File: src/rtl/dram_ctl_pkg.sv
package dram_ctl_pkg;

    typedef enum logic [2:0] {
        ST_IDLE,
        ST_ROW,
        ST_COL,
        ST_HOLD,
        ST_PRE,
        ST_RFSH
    } seq_state_t;

    typedef enum logic [1:0] {
        ASEL_ROW,
        ASEL_COL,
        ASEL_REF
    } addr_sel_t;

    function automatic int max2(input int a, input int b);
        return (a > b) ? a : b;
    endfunction

endpackage

File: src/rtl/dram_refresh_sched.sv
module dram_refresh_sched #(
    parameter int RETAIN_CYCLES = 800000,
    parameter int ROW_BITS      = 8
) (
    input  logic                clk,
    input  logic                rst_n,
    input  logic                grant,
    input  logic                finish,
    output logic                pend,
    output logic [ROW_BITS-1:0] row
);
    localparam int ROWS     = 1 << ROW_BITS;
    localparam int INTERVAL = RETAIN_CYCLES / ROWS;
    localparam int TW       = (INTERVAL > 2) ? $clog2(INTERVAL) : 1;

    logic [TW-1:0] tmr;
    logic          tick;

    assign tick = (tmr == TW'(INTERVAL - 1));

    always_ff @(posedge clk or negedge rst_n) begin
        if (!rst_n) begin
            tmr  <= '0;
            pend <= 1'b0;
            row  <= '0;
        end else begin
            tmr <= tick ? '0 : tmr + 1'b1;
            if (tick)
                pend <= 1'b1;
            else if (grant)
                pend <= 1'b0;
            if (finish)
                row <= row + 1'b1;
        end
    end

    // a new tick must never land on a request still waiting
    p_tick_not_lost_r9: assert property (@(posedge clk) disable iff (!rst_n)
        !(tick && pend && !grant));

    // counter wraps to row 0 after the last row
    p_row_wrap_r11: assert property (@(posedge clk) disable iff (!rst_n)
        (finish && row == {ROW_BITS{1'b1}}) |=> (row == '0));

endmodule

File: src/rtl/dram_addr_mux.sv
module dram_addr_mux
    import dram_ctl_pkg::*;
#(
    parameter int ROW_BITS = 8
) (
    input  addr_sel_t             sel,
    input  logic [2*ROW_BITS-1:0] host_addr,
    input  logic [ROW_BITS-1:0]   ref_row,
    output logic [ROW_BITS-1:0]   pin_addr
);
    always_comb begin
        unique case (sel)
            ASEL_COL: pin_addr = host_addr[2*ROW_BITS-1:ROW_BITS];
            ASEL_REF: pin_addr = ref_row;
            default:  pin_addr = host_addr[ROW_BITS-1:0];
        endcase
    end
endmodule

File: src/rtl/dram_seq_fsm.sv
module dram_seq_fsm
    import dram_ctl_pkg::*;
#(
    parameter int ROW_BITS = 8,
    parameter int DATA_W   = 4,
    parameter int T_ROW    = 2,
    parameter int T_COL    = 2,
    parameter int T_HOLD   = 1,
    parameter int T_PRE    = 2,
    parameter int T_RFSH   = 3
) (
    input  logic                  clk,
    input  logic                  rst_n,
    input  logic                  req_valid,
    input  logic                  req_write,
    input  logic [2*ROW_BITS-1:0] req_addr,
    input  logic [DATA_W-1:0]     req_wdata,
    output logic                  req_ready,
    output logic                  rsp_done,
    output logic [DATA_W-1:0]     rsp_rdata,
    input  logic                  ref_pend,
    output logic                  ref_grant,
    output logic                  ref_finish,
    output addr_sel_t             addr_sel,
    output logic [2*ROW_BITS-1:0] host_addr,
    output logic                  ras_n,
    output logic                  cas_n,
    output logic                  we_n,
    output logic                  oe_n,
    output logic [DATA_W-1:0]     dq_out,
    output logic                  dq_oe,
    input  logic [DATA_W-1:0]     dq_in
);
    localparam int TMAX = max2(max2(max2(T_ROW, T_COL), max2(T_HOLD, T_PRE)), T_RFSH);
    localparam int CW   = $clog2(TMAX + 1);

    seq_state_t        state, nxt;
    logic [CW-1:0]     cnt;
    logic              wr_q;
    logic [DATA_W-1:0] wdata_q;
    logic              accept;
    logic              cnt_zero;
    logic              col_end;

    assign req_ready  = (state == ST_IDLE) && !ref_pend;
    assign accept     = req_valid && req_ready;
    assign ref_grant  = (state == ST_IDLE) && ref_pend;
    assign cnt_zero   = (cnt == '0);
    assign ref_finish = (state == ST_RFSH) && cnt_zero;
    assign col_end    = (state == ST_COL) && cnt_zero;
    assign dq_out     = wdata_q;

    function automatic logic [CW-1:0] phase_len(input seq_state_t s);
        unique case (s)
            ST_ROW:  return CW'(T_ROW - 1);
            ST_COL:  return CW'(T_COL - 1);
            ST_HOLD: return CW'(T_HOLD - 1);
            ST_PRE:  return CW'(T_PRE - 1);
            ST_RFSH: return CW'(T_RFSH - 1);
            default: return '0;
        endcase
    endfunction

    // next-state selection
    always_comb begin
        nxt = state;
        unique case (state)
            ST_IDLE: begin
                if (ref_pend)       nxt = ST_RFSH;
                else if (req_valid) nxt = ST_ROW;
            end
            ST_ROW:  if (cnt_zero) nxt = ST_COL;
            ST_COL:  if (cnt_zero) nxt = ST_HOLD;
            ST_HOLD: if (cnt_zero) nxt = ST_PRE;
            ST_RFSH: if (cnt_zero) nxt = ST_PRE;
            ST_PRE:  if (cnt_zero) nxt = ST_IDLE;
            default: nxt = ST_IDLE;
        endcase
    end

    // state register, phase counter and host registers
    always_ff @(posedge clk or negedge rst_n) begin
        if (!rst_n) begin
            state     <= ST_IDLE;
            cnt       <= '0;
            wr_q      <= 1'b0;
            wdata_q   <= '0;
            host_addr <= '0;
            rsp_done  <= 1'b0;
            rsp_rdata <= '0;
        end else begin
            state <= nxt;
            if (nxt != state)
                cnt <= phase_len(nxt);
            else if (!cnt_zero)
                cnt <= cnt - 1'b1;
            if (accept) begin
                wr_q      <= req_write;
                wdata_q   <= req_wdata;
                host_addr <= req_addr;
            end
            rsp_done <= col_end;
            if (col_end && !wr_q)
                rsp_rdata <= dq_in;
        end
    end

    // strobe and pin-select decode
    always_comb begin
        ras_n    = 1'b1;
        cas_n    = 1'b1;
        we_n     = 1'b1;
        oe_n     = 1'b1;
        dq_oe    = 1'b0;
        addr_sel = ASEL_ROW;
        unique case (state)
            ST_ROW: begin
                ras_n = 1'b0;
            end
            ST_COL: begin
                ras_n    = 1'b0;
                cas_n    = 1'b0;
                addr_sel = ASEL_COL;
                if (wr_q) begin
                    we_n  = 1'b0;
                    dq_oe = 1'b1;
                end else begin
                    oe_n  = 1'b0;
                end
            end
            ST_HOLD: begin
                ras_n    = 1'b0;
                addr_sel = ASEL_COL;
                dq_oe    = wr_q;
            end
            ST_RFSH: begin
                ras_n    = 1'b0;
                addr_sel = ASEL_REF;
            end
            default: ;
        endcase
    end

    p_we_oe_excl_r6: assert property (@(posedge clk) disable iff (!rst_n)
        !(!we_n && !oe_n));

    p_cas_in_ras_r3: assert property (@(posedge clk) disable iff (!rst_n)
        !cas_n |-> !ras_n);

    p_done_single_r7: assert property (@(posedge clk) disable iff (!rst_n)
        rsp_done |=> !rsp_done);

    p_accept_row_r2: assert property (@(posedge clk) disable iff (!rst_n)
        accept |=> (!ras_n && cas_n));

    p_refresh_first_r12: assert property (@(posedge clk) disable iff (!rst_n)
        (state == ST_IDLE && ref_pend && req_valid) |=> (state == ST_RFSH));

    p_rise_clean_r8: assert property (@(posedge clk) disable iff (!rst_n)
        $rose(ras_n) |-> (cas_n && we_n && oe_n));

endmodule

File: src/rtl/dram_mux_ctrl.sv
module dram_mux_ctrl
    import dram_ctl_pkg::*;
#(
    parameter int ROW_BITS      = 8,
    parameter int DATA_W        = 4,
    parameter int RETAIN_CYCLES = 800000,
    parameter int T_ROW         = 2,
    parameter int T_COL         = 2,
    parameter int T_HOLD        = 1,
    parameter int T_PRE         = 2,
    parameter int T_RFSH        = 3
) (
    input  logic                  clk,
    input  logic                  rst_n,
    input  logic                  req_valid,
    output logic                  req_ready,
    input  logic                  req_write,
    input  logic [2*ROW_BITS-1:0] req_addr,
    input  logic [DATA_W-1:0]     req_wdata,
    output logic                  rsp_done,
    output logic [DATA_W-1:0]     rsp_rdata,
    output logic [ROW_BITS-1:0]   dram_addr,
    output logic                  dram_ras_n,
    output logic                  dram_cas_n,
    output logic                  dram_we_n,
    output logic                  dram_oe_n,
    output logic [DATA_W-1:0]     dram_dq_out,
    output logic                  dram_dq_oe,
    input  logic [DATA_W-1:0]     dram_dq_in
);
    localparam int AW = 2 * ROW_BITS;

    logic                ref_pend;
    logic                ref_grant;
    logic                ref_finish;
    logic [ROW_BITS-1:0] ref_row;
    addr_sel_t           addr_sel;
    logic [AW-1:0]       host_addr;

    dram_refresh_sched #(
        .RETAIN_CYCLES(RETAIN_CYCLES),
        .ROW_BITS     (ROW_BITS)
    ) u_refresh (
        .clk   (clk),
        .rst_n (rst_n),
        .grant (ref_grant),
        .finish(ref_finish),
        .pend  (ref_pend),
        .row   (ref_row)
    );

    dram_seq_fsm #(
        .ROW_BITS(ROW_BITS),
        .DATA_W  (DATA_W),
        .T_ROW   (T_ROW),
        .T_COL   (T_COL),
        .T_HOLD  (T_HOLD),
        .T_PRE   (T_PRE),
        .T_RFSH  (T_RFSH)
    ) u_fsm (
        .clk       (clk),
        .rst_n     (rst_n),
        .req_valid (req_valid),
        .req_write (req_write),
        .req_addr  (req_addr),
        .req_wdata (req_wdata),
        .req_ready (req_ready),
        .rsp_done  (rsp_done),
        .rsp_rdata (rsp_rdata),
        .ref_pend  (ref_pend),
        .ref_grant (ref_grant),
        .ref_finish(ref_finish),
        .addr_sel  (addr_sel),
        .host_addr (host_addr),
        .ras_n     (dram_ras_n),
        .cas_n     (dram_cas_n),
        .we_n      (dram_we_n),
        .oe_n      (dram_oe_n),
        .dq_out    (dram_dq_out),
        .dq_oe     (dram_dq_oe),
        .dq_in     (dram_dq_in)
    );

    dram_addr_mux #(
        .ROW_BITS(ROW_BITS)
    ) u_amux (
        .sel      (addr_sel),
        .host_addr(host_addr),
        .ref_row  (ref_row),
        .pin_addr (dram_addr)
    );

    // column half on the pins when the column strobe falls
    p_col_on_cas_r3: assert property (@(posedge clk) disable iff (!rst_n)
        $fell(dram_cas_n) |-> (dram_addr == host_addr[AW-1:ROW_BITS]));

    // refresh drives the counter row with the column strobe idle
    p_refresh_ras_only_r10: assert property (@(posedge clk) disable iff (!rst_n)
        (addr_sel == ASEL_REF) |-> (dram_cas_n && dram_addr == ref_row));

endmodule

File: config.mk
export PLATFORM = sky130hd
export DESIGN_NAME = dram_mux_ctrl
export DESIGN_NICKNAME = d
export VERILOG_FILES = /design/src/rtl/dram_ctl_pkg.sv /design/src/rtl/dram_refresh_sched.sv /design/src/rtl/dram_addr_mux.sv /design/src/rtl/dram_seq_fsm.sv /design/src/rtl/dram_mux_ctrl.sv
export SDC_FILE = /design/constraint.sdc
export NUM_CORES = 1
export LEC_CHECK = 0
export BUFFER_PORTS_ARGS = -buffer_cell sky130_fd_sc_hd__buf_2
export CORE_UTILIZATION = 46
export CTS_CLUSTER_SIZE = 10
export DETAILED_ROUTE_END_ITERATION = 16
export PLACE_DENSITY = 0.71
export SYNTH_ARGS = -nofsm -noshare
export SYNTH_HDL_FRONTEND = slang
export SYNTH_SLANG_ARGS = --single-unit
export TNS_END_PERCENT = 100
File: constraint.sdc
create_clock -name clk -period 1.7 [get_ports clk]
set_input_delay 0.17 -clock clk [delete_from_list [all_inputs] [get_ports clk]]
set_output_delay 0.17 -clock clk [all_outputs]
set_load 0.005 [all_outputs]
==> flow_metrics.env, run 1 <==
export IMPL_slew_headroom=0.706
export IMPL_setup_violations=31
export IMPL_ctsLongestPathBuffers=2
export IMPL_clk_pin_slew_worst_paths_ns=0.09
export IMPL_whs_ns=0.0932
export IMPL_power_leakage_nw=1.68
export IMPL_violations="negative setup slack"
export IMPL_synthTopCellsByCount="dfrtp_1 (52), mux2_4 (20), nand2_1 (16)"
export IMPL_synth_top_area_cell="dfrtp_1"
export IMPL_routedWlPerCell_um=14.8
export IMPL_io_buffers=50
export IMPL_synthCells=216
export IMPL_ys_warn_count=0
export IMPL_h_tree_depth=2
export IMPL_synth_edf_count=0
export IMPL_r2r_end="u_fsm.host_addr[14]$_DFFE_PN0P_"
export IMPL_r2r_start="u_fsm.state[2]$_DFF_PN0_"
export IMPL_status="finished with violations"
export IMPL_cts_tree="yes"
export IMPL_synthArstFlopShare=1.00
export IMPL_area_delta_synth_final_pct=32.1
export IMPL_min_from="dram_dq_in[3]"
export IMPL_rsz0062_at_grt="yes"
export IMPL_crit_chain="nor2b_4 > buf_6 > ha_4 > buf_6 > nand2_2 > o21ai_1 > buf_2"
export IMPL_synth_main_ff_cell="dfrtp_1"
export IMPL_netlist_area_sq_um=2590
export IMPL_tns_ns=-2.62
export IMPL_gp_congestion=0.820
export IMPL_power_density_nw_per_um2=1640
export IMPL_io_pins=51
export IMPL_path_buf_inv=3
export IMPL_ys_types=40
export IMPL_rows=26
export IMPL_cts_root_buf="clkbuf_8"
export IMPL_slowest_stage="dfrtp_2"
export IMPL_setup_ws_ns=-0.137
export IMPL_drive_gt1_frac=0.528
export IMPL_ant_nets=0
export IMPL_ys_seq_area_frac=0.502
export IMPL_cp_common_cell="buf_6"
export IMPL_cts_sinks=52
export IMPL_critPathLaunchType="register"
export IMPL_fill_cells=415
export IMPL_synth_seq_cells=52
export IMPL_r2r_cells=6
export IMPL_crit_family="flip-flops"
export IMPL_antenna_found_initial=0
export IMPL_ir_worst_vdd_uv=868
export IMPL_cp_max_fo=6
export IMPL_synth_avg_cell_area_sq_um=12.0
export IMPL_finalCritPeriodShare=1.08
export IMPL_regToRegSetupSlack_ns=-0.09
export IMPL_fin_skew_ns=0.00572
export IMPL_arrival_ns=1.67
export IMPL_overflow=0
export IMPL_grt_max_degree=36
export IMPL_cts_inserted_buffers=5
export IMPL_drcViolationCount=0
export IMPL_cp_required_ns=1.53
export IMPL_max_freq_ghz=0.544
export IMPL_drt_iter0_drc=52
export IMPL_grt_pass1_vias=1909
export IMPL_slew_viol_final=0
export IMPL_fin_nets=332
export IMPL_post_dp_hpwl_um=3810
export IMPL_whs_path_depth=2
export IMPL_worstSetupPathType="register to output pin"
export IMPL_n_antenna_cell=0
export IMPL_die_area_sq_um=5940
export IMPL_synth_top_area_frac=0.502
export IMPL_final_core_util=0.650
export IMPL_hp_class="input port to register"
export IMPL_synthTopCellsByArea="dfrtp_1 (50%), mux2_4 (12%), xnor2_1 (3.7%)"
export IMPL_vias=1911
export IMPL_routed_wirelength_um=5470
export IMPL_synth_most_common_cell="dfrtp_1"
export IMPL_grt_pass1_wl_um=9180
export IMPL_initial_core_util=0.492
export IMPL_fin_crit_ns=1.84
export IMPL_worst_slew_pin_slew_ns=0.441
export IMPL_track_usage=0.197
export IMPL_fp_dieH_um=77.1
export IMPL_die_x_um=77.1
export IMPL_insertion_delay_ns=0.30
export IMPL_cp_end_kind="output pin"
export IMPL_viasPerCell=5.18
export IMPL_core_area_sq_um=5270
export IMPL_first_pass_iters=4
export IMPL_syn_nets=250
export IMPL_min_to="u_fsm.rsp_rdata[3]$_DFFE_PN0P_"
export IMPL_max_cap_violations=0
export IMPL_critPathMaxStageDelay_ns=0.45
export IMPL_finalHoldViolCount=0
-- worst reg2reg max path, stage by stage, from the launching register on --
cell,delay [ns]
dfrtp_2,0.45
buf_6,0.13
or3_4,0.40
nor2_4,0.14
nand2_4,0.08
buf_12,0.16
mux2_4,0.31
-- report_power, final --
group	switching, mW	internal (mW)
combinational	1.16	1.69
sequential	0.292	1.63
clock	0.401	0.436
total	1.85	3.76
-- per-layer routing --
layer | up-vias | track usage | part of all wire
li1 | 923 | - | -
met1 | 929 | 0.260 | 0.46
met2 | 51 | 0.325 | 0.49
met3 | 8 | 0.0429 | 0.041
met4 | 0 | 0.0547 | 0.014
met5 | - | 0 | 0
-- how the worst max path moves through the flow --
| stage | from | end | slack [ns] | cells after the start |
|---|---|---|---|---|
| after floorplan | u_fsm.cnt[0]$_DFFE_PN0P_ | u_fsm.rsp_rdata[0]$_DFFE_PN0P_ | 0.01 | 7 |
| after global placement | u_fsm.state[1]$_DFF_PN0_ | dram_addr[7] | 0.07 | 7 |
| after detailed placement | u_fsm.state[1]$_DFF_PN0_ | dram_addr[1] | -0.06 | 7 |
| after CTS | u_fsm.state[2]$_DFF_PN0_ | dram_addr[1] | -0.14 | 8 |
| after global routing | u_fsm.state[2]$_DFF_PN0_ | dram_addr[1] | -0.21 | 8 |
| final | u_fsm.state[1]$_DFF_PN0_ | dram_addr[7] | -0.14 | 7 |
-- cell type report --
class | count | area, sq um | share of cell area
sequential | 52 | 1300 | 0.381
multi-input combinational | 144 | 1300 | 0.381
timing repair buffer | 86 | 586 | 0.171
tap | 70 | 87.6 | 0.0256
clock buffer | 5 | 68.8 | 0.0201
clock inverter | 3 | 42.5 | 0.0124
inverter | 9 | 33.8 | 0.00986
-- cell usage in the layout, fill, tap and decap left out, drive strengths merged, types with 2 or more instances in the layout --
cell type	synthesis	final
xor2	7	7
ha	6	6
nor2	11	11
nor2b	4	4
buf	5	85
xnor2	11	11
a22oi	9	9
nand4	5	5
nand3	7	7
and2b	2	2
o21ai	9	9
o22ai	2	2
clkbuf	6	5
and4	2	2
mux2	26	26
a21oi	4	4
nand2	17	17
and2	3	3
inv	9	9
dfrtp	52	52
o21a	2	2
and3	3	3
nand4b	2	2
-- flip-flops by register name (all words and copies together), names as in the netlist --
name,cells
u_fsm.host_addr,16
u_refresh.tmr,12
u_refresh.row,8
u_fsm.dq_out,4
u_fsm.rsp_rdata,4
u_fsm.state,3
u_fsm.cnt,2
u_fsm.rsp_done,1
u_fsm.wr_q,1
u_refresh.pend,1
-- kinds of logic after synthesis --
| family | share of synthesized area |
|---|---|
| and+or+nand+nor | 0.139 |
| AOI/OAI and AO/OA | 0.0825 |
| muxes | 0.142 |
| xor gates and xnor gates | 0.0608 |
| DFF | 0.502 |
| adders and majority gates | 0.0289 |
| buffers and inverters | 0.0453 |
-- repair_timing --
item,4_1_cts,5_1_grt
gates cloned,1,0
hold buffers,1,0
pin swaps,17,7
hold endpoints to repair,17,0
resized for setup,40,16
setup buffers,9,2
setup endpoints to repair,9,36
-- stage by stage --
stage	power, mW	area [sq um]	std cells	worst slack [ns]
after floorplan	3.33	2600	216	0.0127
after detailed placement	4.18	3050	348	-0.0565
after global routing	5.97	3430	369	-0.215
final	5.61	3430	369	-0.137
after global placement	4.15	3050	348	0.0739
after CTS	5.48	3360	367	-0.145
Power figures use the tool's default switching activity.
==> run 2, diff against run 1 <==
ABC_AREA = 1   (was unset)
==> flow_metrics.env, run 2 <==
export IMPL_pre_cts_slack_ns=0.00366
export IMPL_cp_required_ns=1.53
export IMPL_synthArstFlopShare=1.00
export IMPL_synthCells=298
export IMPL_slew_headroom=0.629
export IMPL_cts_inserted_buffers=5
export IMPL_cts_sinks=52
export IMPL_ir_worst_vdd_uv=859
export IMPL_cp_end_kind="output pin"
export IMPL_cts_tree="yes"
export IMPL_multi_input_area_sq_um=1210
export IMPL_routedWlPerCell_um=12.5
export IMPL_netlist_area_sq_um=2610
export IMPL_vias=2183
export IMPL_gp_congestion=0.905
export IMPL_ys_warn_count=0
export IMPL_syn_nets=332
export IMPL_setup_violations=19
export IMPL_ctsLongestPathBuffers=2
export IMPL_synth_main_ff_cell="dfrtp_1"
export IMPL_synth_most_common_cell="nand2_1"
export IMPL_n_antenna_cell=0
export IMPL_fin_nets=407
export IMPL_rows=27
export IMPL_grt_pass1_wl_um=9090
export IMPL_h_tree_depth=2
export IMPL_max_cap_violations=0
export IMPL_rsz0062_at_grt="yes"
export IMPL_drt_iter0_drc=112
export IMPL_synth_avg_cell_area_sq_um=8.75
export IMPL_grt_max_degree=25
export IMPL_hp_class="input port to register"
export IMPL_whs_ns=0.0762
export IMPL_core_area_sq_um=5470
export IMPL_largestRegisters="u_fsm.host_addr x16, u_refresh.tmr x12, u_refresh.row x8"
export IMPL_slowest_stage="dfrtp_1"
export IMPL_drive_gt1_frac=0.340
export IMPL_first_pass_iters=4
export IMPL_worstSetupPathType="register to output pin"
export IMPL_worst_slew_pin_slew_ns=0.557
export IMPL_largest_reg_flops=16
export IMPL_max_freq_ghz=0.525
export IMPL_initial_core_util=0.476
export IMPL_overflow=0
export IMPL_finalCritPeriodShare=1.12
export IMPL_fill_cells=464
export IMPL_cts_root_buf="clkbuf_8"
export IMPL_viasPerCell=4.89
export IMPL_fin_skew_ns=0.00793
export IMPL_track_usage=0.191
export IMPL_path_buf_inv=4
export IMPL_synth_edf_count=0
export IMPL_antenna_found_initial=0
export IMPL_power_leakage_nw=1.74
export IMPL_ys_types=28
export IMPL_die_area_sq_um=5970
export IMPL_crit_family="buffers and inverters"
export IMPL_drcViolationCount=0
export IMPL_fin_crit_ns=1.90
export IMPL_setup_ws_ns=-0.204
export IMPL_ff_latch_area_sq_um=1300
export IMPL_grt_pass1_vias=2138
export IMPL_slew_viol_final=0
export IMPL_arrival_ns=1.73
export IMPL_crit_chain="buf_4 > nand2_4 > inv_2 > ha_4 > buf_6 > a22oi_2 > buf_2"
export IMPL_io_buffers=50
export IMPL_status="finished with violations"
export IMPL_violations="negative setup slack"
export IMPL_synth_seq_cells=52
export IMPL_post_dp_hpwl_um=3860
export IMPL_area_delta_synth_final_pct=29.8
export IMPL_synthTopCellsByCount="nand2_1 (69), dfrtp_1 (52), inv_1 (49)"
export IMPL_clk_pin_slew_worst_paths_ns=0.09
export IMPL_ys_seq_area_frac=0.499
export IMPL_cp_max_fo=6
export IMPL_synth_top_area_cell="dfrtp_1"
export IMPL_mostFrequentLayoutCell="nand2_1"
export IMPL_routed_wirelength_um=5580
export IMPL_synthTopCellsByArea="dfrtp_1 (50%), nand2_1 (9.9%), inv_1 (7.1%)"
export IMPL_synth_top_area_frac=0.499
export IMPL_io_pins=51
export IMPL_die_x_um=77.3
export IMPL_critPathMaxStageDelay_ns=0.41
export IMPL_fp_dieH_um=77.3
export IMPL_critPathLaunchType="register"
export IMPL_finalHoldViolCount=0
export IMPL_insertion_delay_ns=0.30
export IMPL_power_density_nw_per_um2=1540
export IMPL_ant_nets=0
export IMPL_largest_register="u_fsm.host_addr"
export IMPL_final_cell_mix="nand2_1 (66), dfrtp_1 (52), buf_2 (50)"
## run 2: changes by cell type in the layout (fill, tap and decap cells not counted), moves of 4 or more
cell	previous run	this run
nand2_2	8	4
buf_6	10	2
xnor2_1	11	3
nand3_1	7	15
xor2_1	7	13
inv_1	7	44
mux2_4	20	4
o21ai_0	1	11
nor2_1	9	17
buf_4	23	17
nand2_1	7	66
## run 2: where the power goes
group / switching, mW / internal, mW / total [mW]
logic: 1.43 / 1.31 / 2.74
clock network: 0.385 / 0.287 / 0.672
registers: 0.174 / 1.62 / 1.79
total: 1.99 / 3.22 / 5.21
## run 2: cells by family after synthesis
group | Yosys count | share of synthesized area
muxes | 13 | 0.0562
DFF | 52 | 0.499
xor gates and xnor gates | 16 | 0.0538
adders and majority gates | 6 | 0.0288
AOI/OAI and AO/OA | 33 | 0.0701
buffers and inverters | 57 | 0.0869
and+or+nand+nor | 121 | 0.205
## run 2: layer usage
layer	track usage	part of all wire
met1	0.232	0.45
met2	0.335	0.50
met3	0.0369	0.030
met4	0.0660	0.018
met5	0	0
## run 2: worst paths after layout
| kind | start | to | slack, ns | depth (start not counted) |
|---|---|---|---|---|
| max | u_fsm.state[1]$_DFF_PN0_ | dram_addr[1] | -0.20 | 7 |
| min | req_addr[4] | u_fsm.host_addr[4]$_DFFE_PN0P_ | 0.08 | 3 |
| max reg2reg | u_fsm.state[1]$_DFF_PN0_ | u_fsm.dq_out[1]$_DFFE_PN0P_ | -0.07 | 7 |
| min reg2reg | u_refresh.tmr[0]$_DFF_PN0_ | u_refresh.tmr[0]$_DFF_PN0_ | 0.48 | 1 |
| max in group asynchronous | rst_n | u_fsm.host_addr[1]$_DFFE_PN0P_ | 0.78 | 3 |
| min in group asynchronous | rst_n | u_refresh.tmr[6]$_DFF_PN0_ | 0.39 | 2 |
## run 2: tightest hold or removal path, cell delays in order
cell and delay (ns):
buf_2 0.08, nand2_1 0.04, o21ai_0 0.06
## run 2: final cells by class
class                           count  share of cell area
Timing Repair Buffer               74               0.147
Clock inverter                      3             0.00555
Sequential cell                    52               0.385
Tap cell                           72              0.0266
Clock buffer                        5              0.0203
Multi-Input combinational cell    189               0.358
Inverter                           51              0.0581
## run 2: timing repair
action,CTS,global route
endpoints found under the hold margin,22,0
buffers inserted,4,5
endpoints found under the setup margin,8,32
resized for setup,24,23
gates cloned,0,1
pin swaps,4,6
hold buffers,1,0
## run 2: per-stage QoR
step / total power, mW / area, sq um / setup TNS (ns) / util / instances
4_1_cts: 4.92 / 3250 / -1.03 / 0.594 / 440
2_1_floorplan: 3.14 / 2610 / 0 / - / 298
3_5_place_dp: 3.97 / 3030 / 0 / 0.554 / 427
5_1_grt: 5.63 / 3380 / -3.96 / 0.618 / 446
3_3_place_gp: 3.91 / 3030 / 0 / 0.554 / 427
6_report: 5.21 / 3380 / -1.64 / 0.618 / 446
==> run 3, diff against run 2 <==
PLACE_DENSITY = 0.68   (was 0.71)
clock period = 1.87 ns   (was 1.7 ns; I/O delays follow)
==> flow_metrics.env, run 3 (synthesis gave the netlist of run 2 again) <==
export IMPL_critPathLaunchType="register"
export IMPL_p_int_mw=2.94
export IMPL_regToRegSetupSlack_ns=0.23
export IMPL_rows=27
export IMPL_path_buf_inv=4
export IMPL_cp_max_fo=6
export IMPL_grt_pass1_wl_um=9090
export IMPL_min_to="u_fsm.host_addr[15]$_DFFE_PN0P_"
export IMPL_ctsLongestPathBuffers=2
export IMPL_vias=2142
export IMPL_largest_reg_flops=16
export IMPL_insertion_delay_ns=0.31
export IMPL_cts_tree="yes"
export IMPL_slowest_stage="dfrtp_1"
export IMPL_setup_violations=0
export IMPL_n_antenna_cell=0
export IMPL_area_delta_synth_final_pct=27.0
export IMPL_max_cap_violations=0
export IMPL_comb_power_share=0.493
export IMPL_track_usage=0.194
export IMPL_fin_crit_ns=1.86
export IMPL_finalCritPeriodShare=0.995
export IMPL_slew_headroom=0.674
export IMPL_drcViolationCount=0
export IMPL_finalHoldViolCount=0
export IMPL_grt_max_degree=23
export IMPL_fp_dieH_um=77.3
export IMPL_die_area_sq_um=5970
export IMPL_mostFrequentLayoutCell="nand2_1"
export IMPL_p_sw_frac=0.377
export IMPL_whs_path_depth=3
export IMPL_routedWlPerCell_um=12.1
export IMPL_first_pass_iters=4
export IMPL_gp_congestion=0.894
export IMPL_r2r_cells=11
export IMPL_cts_inserted_buffers=5
export IMPL_slew_viol_final=0
export IMPL_final_core_util=0.605
export IMPL_r2r_start="u_fsm.cnt[0]$_DFFE_PN0P_"
export IMPL_fill_cells=492
export IMPL_seqPwrFrac=0.344
export IMPL_routed_wirelength_um=5380
export IMPL_worst_slew_pin_slew_ns=0.489
export IMPL_critPathMaxStageDelay_ns=0.39
export IMPL_antenna_found_initial=0
export IMPL_die_x_um=77.3
export IMPL_ir_worst_vdd_uv=804
export IMPL_whs_ns=0.0781
export IMPL_fin_skew_ns=0.0103
export IMPL_post_dp_hpwl_um=3880
export IMPL_cp_depth=7
export IMPL_clk_pin_slew_worst_paths_ns=0.10
export IMPL_cp_end_kind="output pin"
export IMPL_core_area_sq_um=5470
export IMPL_hp_class="input port to register"
export IMPL_largest_register="u_fsm.host_addr"
export IMPL_final_cell_mix="nand2_1 (67), dfrtp_1 (52), buf_2 (50)"
export IMPL_drive_gt1_frac=0.317
export IMPL_initial_core_util=0.476
export IMPL_io_pins=51
export IMPL_power_density_nw_per_um2=1430
export IMPL_r2r_end="u_fsm.cnt[0]$_DFFE_PN0P_"
export IMPL_pwr_share_clk=0.163
export IMPL_rsz0062_at_grt="yes"
export IMPL_min_from="req_addr[15]"
export IMPL_worstSetupPathType="register to output pin"
export IMPL_ant_nets=0
export IMPL_status="finished clean"
export IMPL_power_leakage_nw=1.69
export IMPL_largestRegisters="u_fsm.host_addr x16, u_refresh.tmr x12, u_refresh.row x8"
export IMPL_cp_required_ns=1.68
export IMPL_crit_chain="buf_4 > nand2_4 > inv_4 > ha_4 > buf_6 > a22oi_2 > buf_2"
export IMPL_io_buffers=50
export IMPL_overflow=0
export IMPL_cts_sinks=52
export IMPL_power_switching_mw=1.78
export IMPL_drt_iter0_drc=137
export IMPL_grt_pass1_vias=2081
export IMPL_crit_family="buffers and inverters"
export IMPL_arrival_ns=1.67
export IMPL_max_freq_ghz=0.538
export IMPL_viasPerCell=4.82
export IMPL_cts_root_buf="clkbuf_8"
export IMPL_fin_nets=405
export IMPL_h_tree_depth=2
## run 3: worst max-delay path by stage
stage                        startpoint      endpoint  slack (ns)
2_1_floorplan  u_fsm.state[1]$_DFF_PN0_  dram_addr[0]        0.05
3_3_place_gp   u_fsm.state[2]$_DFF_PN0_  dram_addr[0]        0.13
3_5_place_dp   u_fsm.state[2]$_DFF_PN0_  dram_addr[7]        0.09
4_1_cts        u_fsm.state[1]$_DFF_PN0_  dram_addr[2]       -0.02
5_1_grt        u_fsm.state[2]$_DFF_PN0_  dram_addr[7]       -0.12
6_report       u_fsm.state[1]$_DFF_PN0_  dram_addr[2]        0.01
## run 3: worst min-delay path: stages
cell and delay (ns):
buf_2 0.07, nand2_1 0.04, o21ai_0 0.06
## run 3: what timing repair did
| item | 4_1_cts | 5_1_grt |
|---|---|---|
| buffers inserted | 5 | 7 |
| gates cloned | 0 | 0 |
| pin swaps | 6 | 5 |
| hold endpoints to repair | 20 | 0 |
| hold buffers | 1 | 0 |
| setup endpoints to repair | 8 | 10 |
| gates resized for setup | 24 | 12 |
## run 3: cell type report
| cell class | instances | area, sq um | share of cell area |
|---|---|---|---|
| inverter | 51 | 203 | 0.0612 |
| sequential | 52 | 1300 | 0.393 |
| multi-input combinational | 189 | 1170 | 0.355 |
| tap | 72 | 90.1 | 0.0272 |
| timing repair buffer | 72 | 429 | 0.130 |
| clock inverter | 3 | 42.5 | 0.0129 |
| clock buffer | 5 | 68.8 | 0.0208 |
## run 3: power by group through the flow
stage / clock network (mW) / registers (mW) / logic, mW
final: 0.772 / 1.62 / 2.33
after global routing: 0.829 / 1.66 / 2.62
after CTS: 0.784 / 1.62 / 2.16
after detailed placement: 0 / 1.65 / 1.89
after global placement: 0 / 1.63 / 1.84
after floorplan: 0 / 1.63 / 1.22
## run 3: metrics by stage
stage	total power, mW	instances	setup WS [ns]	setup TNS (ns)	cell area (sq um)
CTS	4.56	437	-0.0211	-0.0490	3230
global placement	3.47	423	0.133	0	2980
floorplan	2.85	298	0.0539	0	2610
detailed placement	3.54	423	0.0928	0	2980
global route	5.10	444	-0.120	-0.515	3310
finish	4.73	444	0.00984	0	3310
## run 3: routing by layer
metal | global-route usage | routed length (um) | vias to the layer above
met3 | 0.0440 | 234 | 7
li1 | - | - | 1083
met5 | 0 | 0 | -
met1 | 0.253 | 2460 | 1011
met2 | 0.319 | 2610 | 41
met4 | 0.0566 | 72 | 0
